## config.mk

```make
export PLATFORM = sky130hd
export DESIGN_NAME = syndrome_tester
export DESIGN_NICKNAME = d
export VERILOG_FILES = /design/src/rtl/syn_pkg.sv /design/src/rtl/syn_host_regs.sv /design/src/rtl/syn_pattern_gen.sv /design/src/rtl/syn_minterm_counter.sv /design/src/rtl/syndrome_tester.sv
export SDC_FILE = /design/constraint.sdc
export NUM_CORES = 1
export LEC_CHECK = 0
export BUFFER_PORTS_ARGS = -buffer_cell sky130_fd_sc_hd__buf_2
export CAP_MARGIN = 30
export CORE_ASPECT_RATIO = 2
export CORE_MARGIN = 5
export CORE_UTILIZATION = 45
export DETAILED_ROUTE_END_ITERATION = 7
export GPL_TIMING_DRIVEN = 0
export PLACE_DENSITY = 0.68
export SLEW_MARGIN = 10
export SYNTH_ARGS = -nofsm -noshare
export SYNTH_HDL_FRONTEND = slang
export SYNTH_SLANG_ARGS = --single-unit
```

## constraint.sdc

```tcl
create_clock -name clk -period 2.5 [get_ports clk]
set_input_delay 0.5 -clock clk [delete_from_list [all_inputs] [get_ports clk]]
set_output_delay 0.5 -clock clk [all_outputs]
set_load 0.01 [all_outputs]
```

## src/rtl/syn_pkg.sv

```systemverilog
package syn_pkg;
  typedef enum logic [2:0] {
    OFS_START  = 3'd0,
    OFS_STOP   = 3'd1,
    OFS_DONE   = 3'd2,
    OFS_CTRL   = 3'd3,
    OFS_CLRPAT = 3'd4,
    OFS_CLRCNT = 3'd5,
    OFS_CNTLO  = 3'd6,
    OFS_CNTHI  = 3'd7
  } host_ofs_e;

  typedef struct packed {
    logic [1:0] spare;
    logic [2:0] out_idx;
    logic [2:0] width_code;
  } ctrl_t;
endpackage

```

## src/rtl/syn_host_regs.sv

```systemverilog
module syn_host_regs
  import syn_pkg::*;
#(
  parameter int DATA_W = 8,
  parameter int CNT_W  = 12
) (
  input  logic              clk,
  input  logic              rst_n,
  input  logic              bus_sel,
  input  logic              bus_wr,
  input  logic [2:0]        bus_addr,
  input  logic [DATA_W-1:0] bus_wdata,
  input  logic              done,
  input  logic [CNT_W-1:0]  count,
  output ctrl_t             ctrl,
  output logic              run,
  output logic              clr_pat,
  output logic              clr_cnt,
  output logic [DATA_W-1:0] bus_rdata
);
  host_ofs_e ofs;
  assign ofs = host_ofs_e'(bus_addr);

  // Strobe offsets act on any access, read or write.
  assign clr_pat = bus_sel && (ofs == OFS_CLRPAT);
  assign clr_cnt = bus_sel && (ofs == OFS_CLRCNT);

  always_ff @(posedge clk) begin
    if (!rst_n) begin
      run  <= 1'b0;
      ctrl <= '0;
    end else if (bus_sel) begin
      if (ofs == OFS_START) run <= 1'b1;
      if (ofs == OFS_STOP)  run <= 1'b0;
      if (ofs == OFS_CTRL && bus_wr) ctrl <= ctrl_t'(bus_wdata[7:0]);
    end
  end

  logic [CNT_W-1:0] cnt_hi;
  assign cnt_hi = count >> DATA_W;

  always_comb begin
    bus_rdata = '0;
    case (ofs)
      OFS_DONE:  bus_rdata[0] = done;
      OFS_CNTLO: bus_rdata = count[DATA_W-1:0];
      OFS_CNTHI: bus_rdata = cnt_hi[DATA_W-1:0];
      default:   bus_rdata = '0;
    endcase
  end

  // start and stop strobes steer the run flag
  p_start_sets_run_r2: assert property (@(posedge clk) disable iff (!rst_n)
    (bus_sel && bus_addr == OFS_START) |=> run);
  p_stop_clears_run_r2: assert property (@(posedge clk) disable iff (!rst_n)
    (bus_sel && bus_addr == OFS_STOP) |=> !run);
endmodule

```

## src/rtl/syn_pattern_gen.sv

```systemverilog
module syn_pattern_gen #(
  parameter int PAT_W  = 12,
  parameter int CODE_W = 3,
  parameter int MIN_IN = 4
) (
  input  logic              clk,
  input  logic              rst_n,
  input  logic              run,
  input  logic              clr,
  input  logic [CODE_W-1:0] width_code,
  output logic [PAT_W-1:0]  pat,
  output logic              advance,
  output logic              done
);
  localparam int N_CODES = 2 ** CODE_W;

  // One terminal bit per width code: bit (code + MIN_IN) of the counter.
  logic [N_CODES-1:0] term_bits;
  for (genvar g = 0; g < N_CODES; g++) begin : g_term
    if (g + MIN_IN < PAT_W) begin : g_bit
      assign term_bits[g] = pat[g + MIN_IN];
    end else begin : g_none
      assign term_bits[g] = 1'b0;
    end
  end

  assign done    = term_bits[width_code];
  assign advance = run && !done && !clr;

  always_ff @(posedge clk) begin
    if (!rst_n || clr) pat <= '0;
    else if (advance)  pat <= pat + 1'b1;
  end

  // frozen once the terminal bit is up
  p_freeze_r4: assert property (@(posedge clk) disable iff (!rst_n)
    (done && !clr) |=> $stable(pat));
  // never moves by more than one per clock
  p_single_step_r4: assert property (@(posedge clk) disable iff (!rst_n)
    !clr |=> (pat == $past(pat) || pat == $past(pat) + 1'b1));
  // holds while stopped
  p_hold_stopped_r2: assert property (@(posedge clk) disable iff (!rst_n)
    (!run && !clr) |=> $stable(pat));
  // clear empties the counter
  p_clear_pat_r8: assert property (@(posedge clk) disable iff (!rst_n)
    clr |=> (pat == '0));
endmodule

```

## src/rtl/syn_minterm_counter.sv

```systemverilog
module syn_minterm_counter #(
  parameter int OUT_N = 8,
  parameter int CNT_W = 12
) (
  input  logic                     clk,
  input  logic                     rst_n,
  input  logic                     advance,
  input  logic                     clr,
  input  logic [$clog2(OUT_N)-1:0] out_idx,
  input  logic [OUT_N-1:0]         cut_out,
  output logic [CNT_W-1:0]         count
);
  logic watched;
  assign watched = cut_out[out_idx];

  always_ff @(posedge clk) begin
    if (!rst_n || clr)           count <= '0;
    else if (advance && watched) count <= count + 1'b1;
  end

  // count steps by at most one
  p_count_step_r5: assert property (@(posedge clk) disable iff (!rst_n)
    !clr |=> (count == $past(count) || count == $past(count) + 1'b1));
  // no counting without an advancing clock
  p_count_idle_r5: assert property (@(posedge clk) disable iff (!rst_n)
    (!advance && !clr) |=> $stable(count));
  // clear empties the count
  p_clear_cnt_r8: assert property (@(posedge clk) disable iff (!rst_n)
    clr |=> (count == '0));
endmodule

```

## src/rtl/syndrome_tester.sv

```systemverilog
module syndrome_tester
  import syn_pkg::*;
#(
  parameter int PAT_W  = 12,
  parameter int OUT_N  = 8,
  parameter int CNT_W  = 12,
  parameter int DATA_W = 8,
  parameter int MIN_IN = 4
) (
  input  logic              clk,
  input  logic              rst_n,
  input  logic              bus_sel,
  input  logic              bus_wr,
  input  logic [2:0]        bus_addr,
  input  logic [DATA_W-1:0] bus_wdata,
  output logic [DATA_W-1:0] bus_rdata,
  output logic [PAT_W-2:0]  cut_in,
  input  logic [OUT_N-1:0]  cut_out,
  output logic              done
);
  localparam int IN_W = PAT_W - 1;

  ctrl_t            ctrl;
  logic             run, clr_pat, clr_cnt, advance;
  logic [PAT_W-1:0] pat;
  logic [CNT_W-1:0] count;

  syn_host_regs #(.DATA_W(DATA_W), .CNT_W(CNT_W)) u_regs (
    .clk(clk), .rst_n(rst_n), .bus_sel(bus_sel), .bus_wr(bus_wr),
    .bus_addr(bus_addr), .bus_wdata(bus_wdata), .done(done), .count(count),
    .ctrl(ctrl), .run(run), .clr_pat(clr_pat), .clr_cnt(clr_cnt),
    .bus_rdata(bus_rdata)
  );

  syn_pattern_gen #(.PAT_W(PAT_W), .CODE_W(3), .MIN_IN(MIN_IN)) u_pat (
    .clk(clk), .rst_n(rst_n), .run(run), .clr(clr_pat),
    .width_code(ctrl.width_code), .pat(pat), .advance(advance), .done(done)
  );

  syn_minterm_counter #(.OUT_N(OUT_N), .CNT_W(CNT_W)) u_cnt (
    .clk(clk), .rst_n(rst_n), .advance(advance), .clr(clr_cnt),
    .out_idx(ctrl.out_idx), .cut_out(cut_out), .count(count)
  );

  assign cut_in = pat[IN_W-1:0];
endmodule

```

==> impl_results.md <==
* Setup TNS at 0 ns
* DPL Wire Length at 3.53 mm
* Clock tree buffer depth at 2
* DIE HEIGHT at 101 um
* Syn Std Cell Area at 1880 um2
* CTS Buf Count at 5
* Yosys warnings at 0
* DRT Wirelength at between 4 and 5 mm
* Die footprint at approximately 5600 um2
* Register area share after synthesis at around 33%
* P_leak at 0.000916 uW
* Routed length per instance at 14.2 um
* Slowest-stage cell, CP: dfxtp_2
* Syn Inst Count at around 210
* # DRC at 0
* Post-CTS setup buffer count at 0
* Clk sinks at 31
* Final GP Congestion at around 0.82
* Total track usage at 16.3%
* Vias at 1,678
* CP Launch Type: flop
* Pre-Repair DR Iteration Count at 4
* Share of cells above drive strength 1 at a little under a third
* Vias in the first global route at about 1,600
* Antenna Nets Post-Route at 0
* Vias/cell at ~5.4
* Worst setup margin at around 0.17 ns
* P&R area growth vs syn at 19.5%
* Hold-fix buffers at CTS at 0
* Period minus WS final at approximately 2.3 ns
* Root Driver: clkbuf_8
* N_diodes at 0
* Status: finished clean
* Nets at around 280
* Max-slew violations at 0
* Clock-pin slew on the worst setup and hold paths at roughly 0.06 ns
* Post-Layout Cell Count at between 300 and 400
* Critical Path AT at roughly 1.8 ns
* Mapped Nets at between 200 and 250
* Largest net degree at the start of global routing at 11
* Post-synth EDFFs at 0
* First-pass GRT wire length at around 7.3 mm
* Min-Delay Path Class: input port to flop
* Max-slew headroom at about half
* RSZ-0062 raised after global routing: false
* Hold Path Depth at 3
* Core box area at 4090 um2
* GRT Residual Overflow at 0
* Gates resized, CTS repair at 0
* Tcrit/Tclk final at 93.2%
* Ys flop type: dfxtp_1
* Cell Rows at 33
* Seq cells post-synth at 31
* Slowest stage delay, CP at between 0.3 and 0.4 ns
* Num ports at between 40 and 50
* Commonest non-fill, non-tap cell in the layout: buf_2
* Die X at 55.7 um
* Max Clock Skew at roughly 0.0065 ns
* Cells after DPL at a little over 300
* Clk Latency, worst-skew pair at about 0.28 ns
* Max Cap Viol at 0
* Max VDD drop at about 0.36 mV
* Yosys cell types at 50
* Antenna violations before repair at 0
* Async set or reset register ratio after synthesis at 0%
* Setup Crit Path Kind: flop to output pin
* Commonest non-fill, non-tap cells in the layout: buf_2 (41), dfxtp_1 (30), nor2_1 (19), nand2_1 (14), a21oi_1 (12)
* H-Tree Depth at 2
* Pwr Density at about 450 nW/um2
* R2r worst-path depth at 5
* Critical Path RT at around 2 ns
* Finish-stage setup viols at 0
* CTS tree: done
* Final core utilization at between 50% and 60%
* Synth Area per Inst at 8.91 um2
* Crit-path max FO at 5
* Crit-path cells: mux2_2, o22ai_2, nor2_1, mux2i_1, o32ai_1, buf_2
* CP Capture Type: output pin
* Drt first-iter violations at 23
* Measured slew at the worst slew-check pin at between 0.7 and 0.8 ns
* Pre-CTS setup slack at approximately 0.3 ns
* Initial Util at 46.0%
* PortBufs at 39
* Final Hold Viols at 0
* Fmax at 429 MHz
[registers in the layout, summed over array words and instances, names as in the netlist]
| signal | cells |
|---|---|
| u_cnt.count | 12 |
| u_regs.run | 1 |
| u_regs.ctrl | 6 |
| u_pat.pat | 12 |
[cell families after synthesis]
family / Yosys count / synth area share, %
buffers and inverters: 24 / 7.06
and+or+nand+nor: 81 / 22.6
AOI/OAI and AO/OA: 47 / 20.5
adders and majority gates: 2 / 1.33
muxes: 19 / 12.3
DFF: 31 / 33.0
xor gates and xnor gates: 7 / 3.26
[cells in the mapped netlist (2+ instances only)]
cell / count / share of area (%)
mux2_4: 2 / 1.6
and3_1: 3 / 1.0
or3_1: 3 / 1.0
mux2_2: 4 / 2.4
o211a_1: 2 / 1.1
clkbuf_1: 3 / 0.60
inv_1: 9 / 1.8
nand3b_1: 3 / 1.2
a211oi_1: 3 / 1.2
buf_4: 11 / 4.4
dfxtp_1: 31 / 33
nand2_1: 14 / 2.8
and2_1: 3 / 1.0
nor2_1: 19 / 3.8
a21oi_1: 12 / 3.2
xnor2_1: 7 / 3.3
ha_1: 2 / 1.3
mux4_2: 2 / 2.4
nand2b_1: 2 / 0.67
nor3_1: 3 / 0.80
o31ai_1: 4 / 1.6
nor2b_1: 7 / 2.3
o21ai_1: 4 / 1.1
o22ai_2: 2 / 1.3
o21a_1: 2 / 0.80
mux2i_1: 11 / 5.9
nand3_1: 10 / 2.7
nand4_1: 4 / 1.3
or4_1: 5 / 2.0
o21ai_0: 4 / 1.1
[worst paths after layout]
check,slack [ns],end,start
max,0.17,bus_rdata[0],u_regs.ctrl[0]$_SDFFE_PN0P_
min,0.47,u_regs.ctrl[4]$_SDFFE_PN0P_,bus_wdata[4]
max reg2reg,0.44,u_pat.pat[9]$_SDFFE_PP0P_,u_regs.ctrl[0]$_SDFFE_PN0P_
min reg2reg,0.47,u_pat.pat[11]$_SDFFE_PP0P_,u_pat.pat[11]$_SDFFE_PP0P_
[through the flow]
step	power (uW)	hold WS, ns	area, um2
4_1_cts	1030	0.466	2240
3_3_place_gp	591	0.459	2140
3_5_place_dp	592	0.465	2140
5_1_grt	1060	0.470	2250
6_report	1020	0.472	2250
2_1_floorplan	560	0.435	1880
[per-layer routing]
layer / GRT usage (%) / vias up / part of all wire, %
li1: - / 855 / -
met1: 15.2 / 772 / 36
met2: 31.3 / 40 / 57
met3: 3.44 / 11 / 3.8
met4: 10.5 / 0 / 3.4
met5: 0 / - / 0
[critical path, delay by kind of cell, from the launching register on]
family,cells,cell delay (ns)
AOI/OAI and AO/OA,2,0.37
buffers and inverters,1,0.16
DFF,1,0.39
muxes,2,0.51
and+or+nand+nor,1,0.12
[area by class of cell]
type	instances	area [um2]
multi-input cells	156	1130
clock buffers	8	100
inverters	9	33.8
fillers	387	1840
well taps	52	65.1
repair buffers	40	200
plain buffers	15	98.8
flip-flops and latches	31	622
[power breakdown]
group	switching [uW]	internal, uW	total, uW
combinational	44.0	34.5	78.5
clock	185	251	436
sequential	4.20	498	502
No activity file was read; power rests on OpenSTA's default activity.
